## config.mk

```make
export PLATFORM = sky130hd
export DESIGN_NAME = ecc_ram_inj
export DESIGN_NICKNAME = d
export VERILOG_FILES = /design/src/rtl/ecc_ram_pkg.sv /design/src/rtl/secded_enc.sv /design/src/rtl/secded_dec.sv /design/src/rtl/err_log.sv /design/src/rtl/ecc_ram_inj.sv
export SDC_FILE = /design/constraint.sdc
export NUM_CORES = 1
export LEC_CHECK = 0
export CAP_MARGIN = 20
export CORE_MARGIN = 8
export CORE_UTILIZATION = 46
export CTS_BUF_LIST = sky130_fd_sc_hd__clkbuf_16
export DETAILED_ROUTE_END_ITERATION = 10
export GPL_TIMING_DRIVEN = 0
export PLACE_DENSITY = 0.73
export SETUP_SLACK_MARGIN = 0.4
export SYNTH_ARGS = -nofsm -noshare
export SYNTH_HDL_FRONTEND = slang
export SYNTH_SLANG_ARGS = --single-unit
```

## constraint.sdc

```tcl
create_clock -name clk -period 14.4 [get_ports clk]
set_input_delay 1.44 -clock clk [delete_from_list [all_inputs] [get_ports clk]]
set_output_delay 1.44 -clock clk [all_outputs]
set_load 0.02 [all_outputs]
```

## src/rtl/ecc_ram_pkg.sv

```systemverilog
package ecc_ram_pkg;
  localparam int DW   = 32;          // data bits per word
  localparam int HW   = 6;           // Hamming syndrome bits
  localparam int CW   = HW + 1;      // plus overall parity
  localparam int NPOS = DW + HW;     // Hamming positions 1..NPOS
  localparam int SW   = DW + CW;     // stored word width

  // Codeword position of data bit i (positions that are not powers of two).
  function automatic int data_pos(input int i);
    int k;
    int p;
    k = -1;
    p = 0;
    for (int q = 1; q <= NPOS; q++) begin
      if ((q & (q - 1)) != 0) begin
        k++;
        if (k == i) p = q;
      end
    end
    return p;
  endfunction

  // XOR of the positions of all set data bits.
  function automatic logic [HW-1:0] ham_bits(input logic [DW-1:0] d);
    logic [HW-1:0] s;
    s = '0;
    for (int i = 0; i < DW; i++)
      if (d[i]) s ^= HW'(data_pos(i));
    return s;
  endfunction
endpackage

```

## src/rtl/secded_enc.sv

```systemverilog
module secded_enc
  import ecc_ram_pkg::*;
(
  input  logic [DW-1:0] data,
  output logic [CW-1:0] chk
);
  logic [HW-1:0] ham;

  always_comb begin
    ham = ham_bits(data);
    chk = {(^data) ^ (^ham), ham};
  end
endmodule

```

## src/rtl/secded_dec.sv

```systemverilog
module secded_dec
  import ecc_ram_pkg::*;
(
  input  logic [DW-1:0] data,
  input  logic [CW-1:0] chk,
  output logic [DW-1:0] fixed,
  output logic          cerr,
  output logic          uerr
);
  logic [HW-1:0] syn;
  logic          par;

  always_comb begin
    syn   = ham_bits(data) ^ chk[HW-1:0];
    par   = (^data) ^ (^chk);
    fixed = data;
    cerr  = 1'b0;
    uerr  = 1'b0;
    if (par) begin
      if (syn == '0) begin
        cerr = 1'b1;                 // overall parity bit itself flipped
      end else if (int'(syn) <= NPOS) begin
        cerr = 1'b1;
        for (int i = 0; i < DW; i++)
          if (data_pos(i) == int'(syn)) fixed[i] = ~data[i];
      end else begin
        uerr = 1'b1;                 // syndrome points outside the word
      end
    end else if (syn != '0) begin
      uerr = 1'b1;                   // even flips, nonzero syndrome
    end
  end
endmodule

```

## src/rtl/err_log.sv

```systemverilog
module err_log #(
  parameter int ADDR_W = 4
) (
  input  logic              clk,
  input  logic              rst_n,
  input  logic              hit,
  input  logic [ADDR_W-1:0] hit_addr,
  input  logic              clr,
  output logic              flag,
  output logic [ADDR_W-1:0] addr
);
  always_ff @(posedge clk) begin
    if (!rst_n) begin
      flag <= 1'b0;
      addr <= '0;
    end else if (hit && (!flag || clr)) begin
      flag <= 1'b1;
      addr <= hit_addr;
    end else if (clr) begin
      flag <= 1'b0;
    end
  end


  first_wins_chk: assert property (@(posedge clk) disable iff (!rst_n)
    flag && !clr |=> flag && $stable(addr));


  clear_takes_chk: assert property (@(posedge clk) disable iff (!rst_n)
    clr && !hit |=> !flag);
endmodule

```

## src/rtl/ecc_ram_inj.sv

```systemverilog
module ecc_ram_inj
  import ecc_ram_pkg::*;
#(
  parameter int ADDR_W = 4
) (
  input  logic              clk,
  input  logic              rst_n,
  input  logic              req_valid,
  output logic              req_ready,
  input  logic              req_we,
  input  logic [ADDR_W-1:0] req_addr,
  input  logic [31:0]       req_wdata,
  output logic              rsp_valid,
  input  logic              rsp_ready,
  output logic [31:0]       rsp_data,
  output logic              rsp_cerr,
  output logic              rsp_uerr,
  input  logic              inj_enable,
  input  logic [31:0]       inj_data_mask,
  input  logic [6:0]        inj_chk_mask,
  input  logic              ce_irq_en,
  input  logic              ue_irq_en,
  input  logic              ce_clr,
  input  logic              ue_clr,
  output logic              ce_flag,
  output logic [ADDR_W-1:0] ce_addr,
  output logic              ue_flag,
  output logic [ADDR_W-1:0] ue_addr,
  output logic              ce_irq,
  output logic              ue_irq
);
  localparam int DEPTH = 1 << ADDR_W;

  logic [SW-1:0]     mem [DEPTH];
  logic [CW-1:0]     wr_chk;
  logic [SW-1:0]     rd_word;
  logic [SW-1:0]     flip;
  logic [ADDR_W-1:0] rd_addr;
  logic              rsp_new;
  logic              accept;
  logic              dec_cerr;
  logic              dec_uerr;

  assign req_ready = !rsp_valid || rsp_ready;
  assign accept    = req_valid && req_ready;
  assign flip      = inj_enable ? {inj_chk_mask, inj_data_mask} : '0;

  secded_enc enc_i (.data(req_wdata), .chk(wr_chk));

  always_ff @(posedge clk) begin
    if (accept && req_we) mem[req_addr] <= {wr_chk, req_wdata};
  end

  always_ff @(posedge clk) begin
    if (!rst_n) begin
      rsp_valid <= 1'b0;
      rsp_new   <= 1'b0;
      rd_word   <= '0;
      rd_addr   <= '0;
    end else begin
      rsp_new <= accept && !req_we;
      if (accept && !req_we) begin
        rsp_valid <= 1'b1;
        rd_word   <= mem[req_addr] ^ flip;
        rd_addr   <= req_addr;
      end else if (rsp_ready) begin
        rsp_valid <= 1'b0;
      end
    end
  end

  secded_dec dec_i (
    .data (rd_word[DW-1:0]),
    .chk  (rd_word[SW-1:DW]),
    .fixed(rsp_data),
    .cerr (dec_cerr),
    .uerr (dec_uerr)
  );

  assign rsp_cerr = rsp_valid && dec_cerr;
  assign rsp_uerr = rsp_valid && dec_uerr;

  err_log #(.ADDR_W(ADDR_W)) ce_log_i (
    .clk(clk), .rst_n(rst_n), .hit(rsp_new && dec_cerr), .hit_addr(rd_addr),
    .clr(ce_clr), .flag(ce_flag), .addr(ce_addr)
  );

  err_log #(.ADDR_W(ADDR_W)) ue_log_i (
    .clk(clk), .rst_n(rst_n), .hit(rsp_new && dec_uerr), .hit_addr(rd_addr),
    .clr(ue_clr), .flag(ue_flag), .addr(ue_addr)
  );

  assign ce_irq = ce_flag && ce_irq_en;
  assign ue_irq = ue_flag && ue_irq_en;


  rsp_hold_chk: assert property (@(posedge clk) disable iff (!rst_n)
    rsp_valid && !rsp_ready |=> rsp_valid && $stable(rsp_data) && $stable(rsp_uerr) && $stable(rsp_cerr));


  rsp_source_chk: assert property (@(posedge clk) disable iff (!rst_n)
    $rose(rsp_valid) |-> $past(req_valid && !req_we));


  err_excl_chk: assert property (@(posedge clk) disable iff (!rst_n)
    rsp_valid |-> !(rsp_cerr && rsp_uerr));


  ce_from_log_chk: assert property (@(posedge clk) disable iff (!rst_n)
    $rose(ce_flag) |-> $past(rsp_valid && rsp_cerr));
endmodule

```

# Word level (Yosys, flattened, before mapping)

Memory sizes are Yosys's and may differ from the RTL's.
Index checks and enable logic that the tools add are counted.

Register bits after elaboration: 55
Memory bits (writable): 624
Output and inout port bits: 48
Word-level logic and storage cells: 10484
Memories: 1

Memories:

| memory | words | bits a word | rd ports | clocked after Yosys merged registers in | wr ports | line              | source |
|---|---|---|---|---|---|---|---|
| mem    | 16    | 39          | 1        | 0                                       | 1        | ecc_ram_inj.sv:34 | `logic [SW-1:0] mem [DEPTH];` |

$add $sub $neg: 2015
$lt $le $gt $ge: 1
Equality and inequality tests: 2915
Multiplexer cells: 5326
Bitwise logic cells: 98
Reductions and logical operators: 120

Operators with widths:

| kind                    | number |
|---|---|
| $mux W32                | 2176 |
| $add A32 B2 Y32 const B | 2015 |
| $eq A32 B6 Y1 const B   | 1488 |
| $eq A32 B5 Y1 const B   | 744 |
| $eq A32 B4 Y1 const B   | 372 |
| $mux W5                 | 1440 |
| $eq A32 B3 Y1 const B   | 186 |
| $mux W6                 | 702 |
| $eq A32 B2 Y1 const B   | 93 |
| $logic_not A32 Y1       | 93 |
| $mux W4                 | 672 |
| $eq A32 B7 Y1           | 32 |
| $mux W3                 | 288 |
| $xor A6 B6 Y6           | 63 |
| $reduce_xor A32 Y1      | 2 |
| $mux W1                 | 47 |
| $mux W39                | 1 |
| $xor A39 B39 Y39        | 1 |
| $not A1 Y1              | 32 |
| $logic_and A1 B1 Y1     | 11 |
| $reduce_xor A7 Y1       | 1 |
| $le A6 B6 Y1 const B    | 1 |
| $logic_not A6 Y1        | 1 |
| $reduce_bool A2 Y1      | 3 |
| 5 further kinds         | 11 |

# Longest topological paths before layout

Depth in word-level cells: 263
Gate-level depth with buffers: 10

# Modules after synthesis

From an unflattened synthesis, not the netlist that was laid out.

Cells, all modules: 1445
Area, all modules: 28187.0 µm²

By module, submodules not included:

| module      | instances | cells an instance | area each (µm²) | seq. area each (µm²) |
|---|---|---|---|---|
| ecc_ram_inj | 1         | 1185              | 25413.1         | 19638.8 |
| secded_dec  | 1         | 164               | 1690.4          | 0.0 |
| secded_enc  | 1         | 52                | 663.1           | 0.0 |
| err_log     | 2         | 22                | 210.2           | 100.1 |

# Least setup slack after synthesis

OpenSTA, ideal clock, no wires.

Path kind: input-to-reg
Start point: input port req_addr[2]
End point: memory mem[12][0] (netlist name), enable pin
Arrival time: 5.092 ns
Data required time: 13.917 ns
Slack: 8.824 ns
Cell stages on the path: 4
Path buffers: 2
Cells stage by stage: clkbuf_1 buf_1 nand3_1 nor3_1

RTL lines:

| element            | line              | source |
|---|---|---|
| start: declaration | ecc_ram_inj.sv:11 | `input logic [ADDR_W-1:0] req_addr,` |
| end: declaration   | ecc_ram_inj.sv:34 |  |

No word-level cell before the write port.

# Final worst setup path

Start point: register rd_word[30]
End point: output port rsp_data[3]

Cells in the longest elaborated chain, start to end: 9
Elaborated cells between the ends (all ways): 13
Those cells by class: 1 x order compare; 1 x eq/ne; 6 x mux; 3 x bitwise; 2 x reduce/logical

Ends and longest elaborated chain:

| element                  | line              | source |
|---|---|---|
| start: declaration       | ecc_ram_inj.sv:36 | `logic [SW-1:0] rd_word;` |
| start signal: assignment | ecc_ram_inj.sv:64 | `rd_word <= mem[req_addr] ^ flip;` |
| $mux W6                  | -                 |  |
| $xor A6 B6 Y6            | -                 |  |
| $mux W6                  | -                 |  |
| $xor A6 B6 Y6            | -                 |  |
| $eq A32 B7 Y1            | -                 |  |
| $mux W1                  | -                 |  |
| $mux W32 (2 in series)   | -                 |  |
| $mux W32 (*)             | -                 |  |
| end: declaration         | ecc_ram_inj.sv:15 | `output logic [31:0] rsp_data,` |

Mark *: on every way between the ends. The rest lies on a longest branch, timed or not.

==> run metrics <==
WL met2=roughly 33 mm; Worst-Margin Slew=1.08 ns; DR DRC count=0; first-pass GRT wire length=100 mm; Synth top area share=0.672; Global Route Usage Sum=0.203; Die Ht=262 um; combinational power share=0.193; CTS tree=done; CTS H-tree lvls=3; crit-path max FO=7; unrepaired setup endpoints after global routing=false; Worst R2R Start=rd_word[13]$_SDFFE_PN0P_; vias in the first global route=14900; io pins=133; antenna violations before repair=6; Synth cell types=40; final core utilization=0.552; HP Class=reg -> reg; cell area power density=~150 nW/um^2; Post-layout nets=approximately 1700; Setup violations, final=0; post-route setup slack=8.66 ns; Fmax=around 170 MHz; area of the core=60100 um^2; routed wire length=around 70 mm; Netlist Area Pre-Place=~28000 um^2; syn_nets=about 1500; # Max-Cap Violations=0; DP Worst Slack=between 8 and 9 ns; placed cell area=30800 um^2; IO buf count=127; maximum vdd drop=130 uV; sequential area share after synthesis=0.712; critical path capture point type=primary output; CTS Sinks=about 680; worst reg2reg endpoint=ue_log_i.addr[2]$_SDFFE_PN0P_; status=completed; Synth Register Bits=679; part of the power in registers=0.466; Final Cycle Share=0.398; grt ovf=0; DRT iter0 DRCs=around 1500; Lkg Pwr=0.0106 uW; final instance area=33200 um^2; Worst-Skew Late Latency=0.60 ns; hold_sp=rd_addr[0]$_SDFFE_PN0P_; CTS Root Cell=clkbuf_16; DRT Pass-1 Iters=5; Max Slew Vio Count=0; Sw Ratio=0.267; Reg clk slew, reported paths=0.06 ns; Yosys warning total=0; WHS Path Cells=2; Final Hold Violating Endpoints=0; WP data arrival=approximately 4.3 ns; Post-CTS Hold Buffers=0; Syn Area/Cell=19.8 um^2; cells resized by post-CTS repair=0; die area=68700 um^2; Longest Clk Path Bufs=3; critical path type=reg -> out; TritonCTS buffer count=70; Post-Synthesis Cells=approximately 1400; WL met3=7.48 mm; Worst Clk Skew=roughly 0.018 ns; mean routed wirelength per cell=28.1 um; routed vias=14600; Initial Utilization=0.464; antenna-violating nets left=0; synth top area cells=edfxtp_1, mux4_2, dfxtp_1; Int Pwr=about 3700 uW; worst hold endpoint=rd_addr[0]$_SDFFE_PN0P_; Final min period=5.74 ns; Top Metal Used=met5; Die W=262 um; clock share of power=0.342; share of cells above drive strength 1=0.214; postcts setup bufs=0; Worst R2R Setup Slack=11.17 ns; setup TNS=0 ns; crit path launch type=flop; FF-to-FF path depth=8; GP Congestion=slightly below 0.9; switching pwr=1340 uW; leading area contributor after synthesis=edfxtp_1; WP data required=12.96 ns; largest net degree at the start of global routing=23; final-layout fill cell count=4551; Layout area overhead=19.0%; hpwl dp=47.0 mm; Slew HR=0.280; FP Rows=90; Via density=5.88; WL met1=27.3 mm
-- area by class of cell --
type | instances | area (um^2) | share of cell area
Clock inverter | 53 | 384 | 0.0116
Clock buffer | 71 | 1780 | 0.0536
Buffer | 67 | 254 | 0.00766
Tap cell | 782 | 978 | 0.0295
Timing Repair Buffer | 178 | 2040 | 0.0616
Multi-Input combinational cell | 657 | 7880 | 0.238
Inverter | 2 | 7.51 | 0.000226
Antenna cell | 1 | 2.50 | 0.0000754
Sequential cell | 679 | 19800 | 0.598
-- metrics by stage --
stage	power [uW]	instances	hold slack, ns
6_report	5020	2490	0.486
5_1_grt	5180	2489	0.511
4_1_cts	5000	2474	0.486
3_5_place_dp	3310	2350	0.478
3_3_place_gp	3280	2314	0.466
2_1_floorplan	2990	1405	0.449
-- power groups by stage --
stage          registers (uW)  clock network, uW  logic [uW]
5_1_grt                  2340               1810        1030
3_3_place_gp             2390                  0         890
4_1_cts                  2350               1740         923
2_1_floorplan            2380                  0         616
3_5_place_dp             2390                  0         919
6_report                 2340               1720         968
-- how the worst max path moves through the flow --
stage	to	depth (start not counted)	start
after floorplan	mem[12][0]$_DFFE_PP_	4	req_addr[2]
after global placement	mem[12][16]$_DFFE_PP_	4	req_addr[2]
after detailed placement	mem[2][38]$_DFFE_PP_	8	req_wdata[24]
after CTS	rsp_data[26]	9	rd_word[17]$_SDFFE_PN0P_
after global routing	rsp_data[9]	9	rd_word[30]$_SDFFE_PN0P_
final	rsp_data[3]	9	rd_word[30]$_SDFFE_PN0P_
-- flip-flops by register name, indices dropped and copies added (netlist names) --
signal         cells
rsp_valid          1
rd_addr            4
ue_log_i.flag      1
ce_log_i.addr      4
ce_log_i.flag      1
mem              624
rd_word           39
ue_log_i.addr      4
rsp_new            1
-- kinds of logic after synthesis --
logic type | count (synthesis) | share of synthesized area
flops | 679 | 0.712
simple gates | 196 | 0.0307
mux | 201 | 0.160
compound gates | 61 | 0.0164
buf+inv | 69 | 0.00938
xor+xnor | 199 | 0.0720
-- cells in the final DEF (no fill, tap or decap), types with 8 or more instances in the layout --
master,netlist,layout
a211oi_1,39,39
a21oi_1,11,11
and2_1,8,8
buf_1,14,14
buf_12,0,8
buf_16,0,8
buf_4,0,8
buf_6,0,20
clkbuf_1,51,51
clkbuf_16,0,71
clkdlybuf4s50_1,0,127
clkinv_1,0,18
dfxtp_1,55,55
edfxtp_1,624,624
inv_1,1,17
mux4_2,195,195
nand2_1,64,64
nand2b_1,8,8
nand3_1,16,16
nor2_1,74,62
nor2_4,0,12
xnor2_1,108,108
xnor3_1,13,13
xor2_1,71,71
-- cells in the mapped netlist, drive strengths merged --
cell     instances
mux4           195
nor2b            3
nand4            5
buf             16
xor3             1
a221o            1
and3             1
and2             8
nand3b           1
a221oi           1
nor2            74
dfxtp           55
nand3           16
o21a             2
nand2           64
nor4b            2
o211ai           1
or2              1
nor3             9
nand2b           8
or3              3
o2111ai          1
inv              2
a21oi           11
xnor3           15
a211oi          39
clkbuf          51
o31ai            4
mux2             1
nor4             1
edfxtp         624
xor2            71
a32oi            1
mux2i            5
xnor2          112
-- per-layer routing --
metal | GRT usage | vias to the layer above
li1 | - | 6150
met1 | 0.270 | 7505
met3 | 0.0572 | 134
met4 | 0.0590 | 8
met2 | 0.327 | 845
met5 | 0 | -
-- worst max-delay path: stages, from the launching register on --
cell	delay [ns]
dfxtp_1	0.43
xor2_1	0.30
xnor3_1	0.51
xnor3_1	0.46
xnor2_1	0.27
mux2i_1	0.54
nor2_1	0.25
nand3_1	0.16
xnor2_1	0.14
clkdlybuf4s50_1	0.64
(Power assumes the default switching activity.)
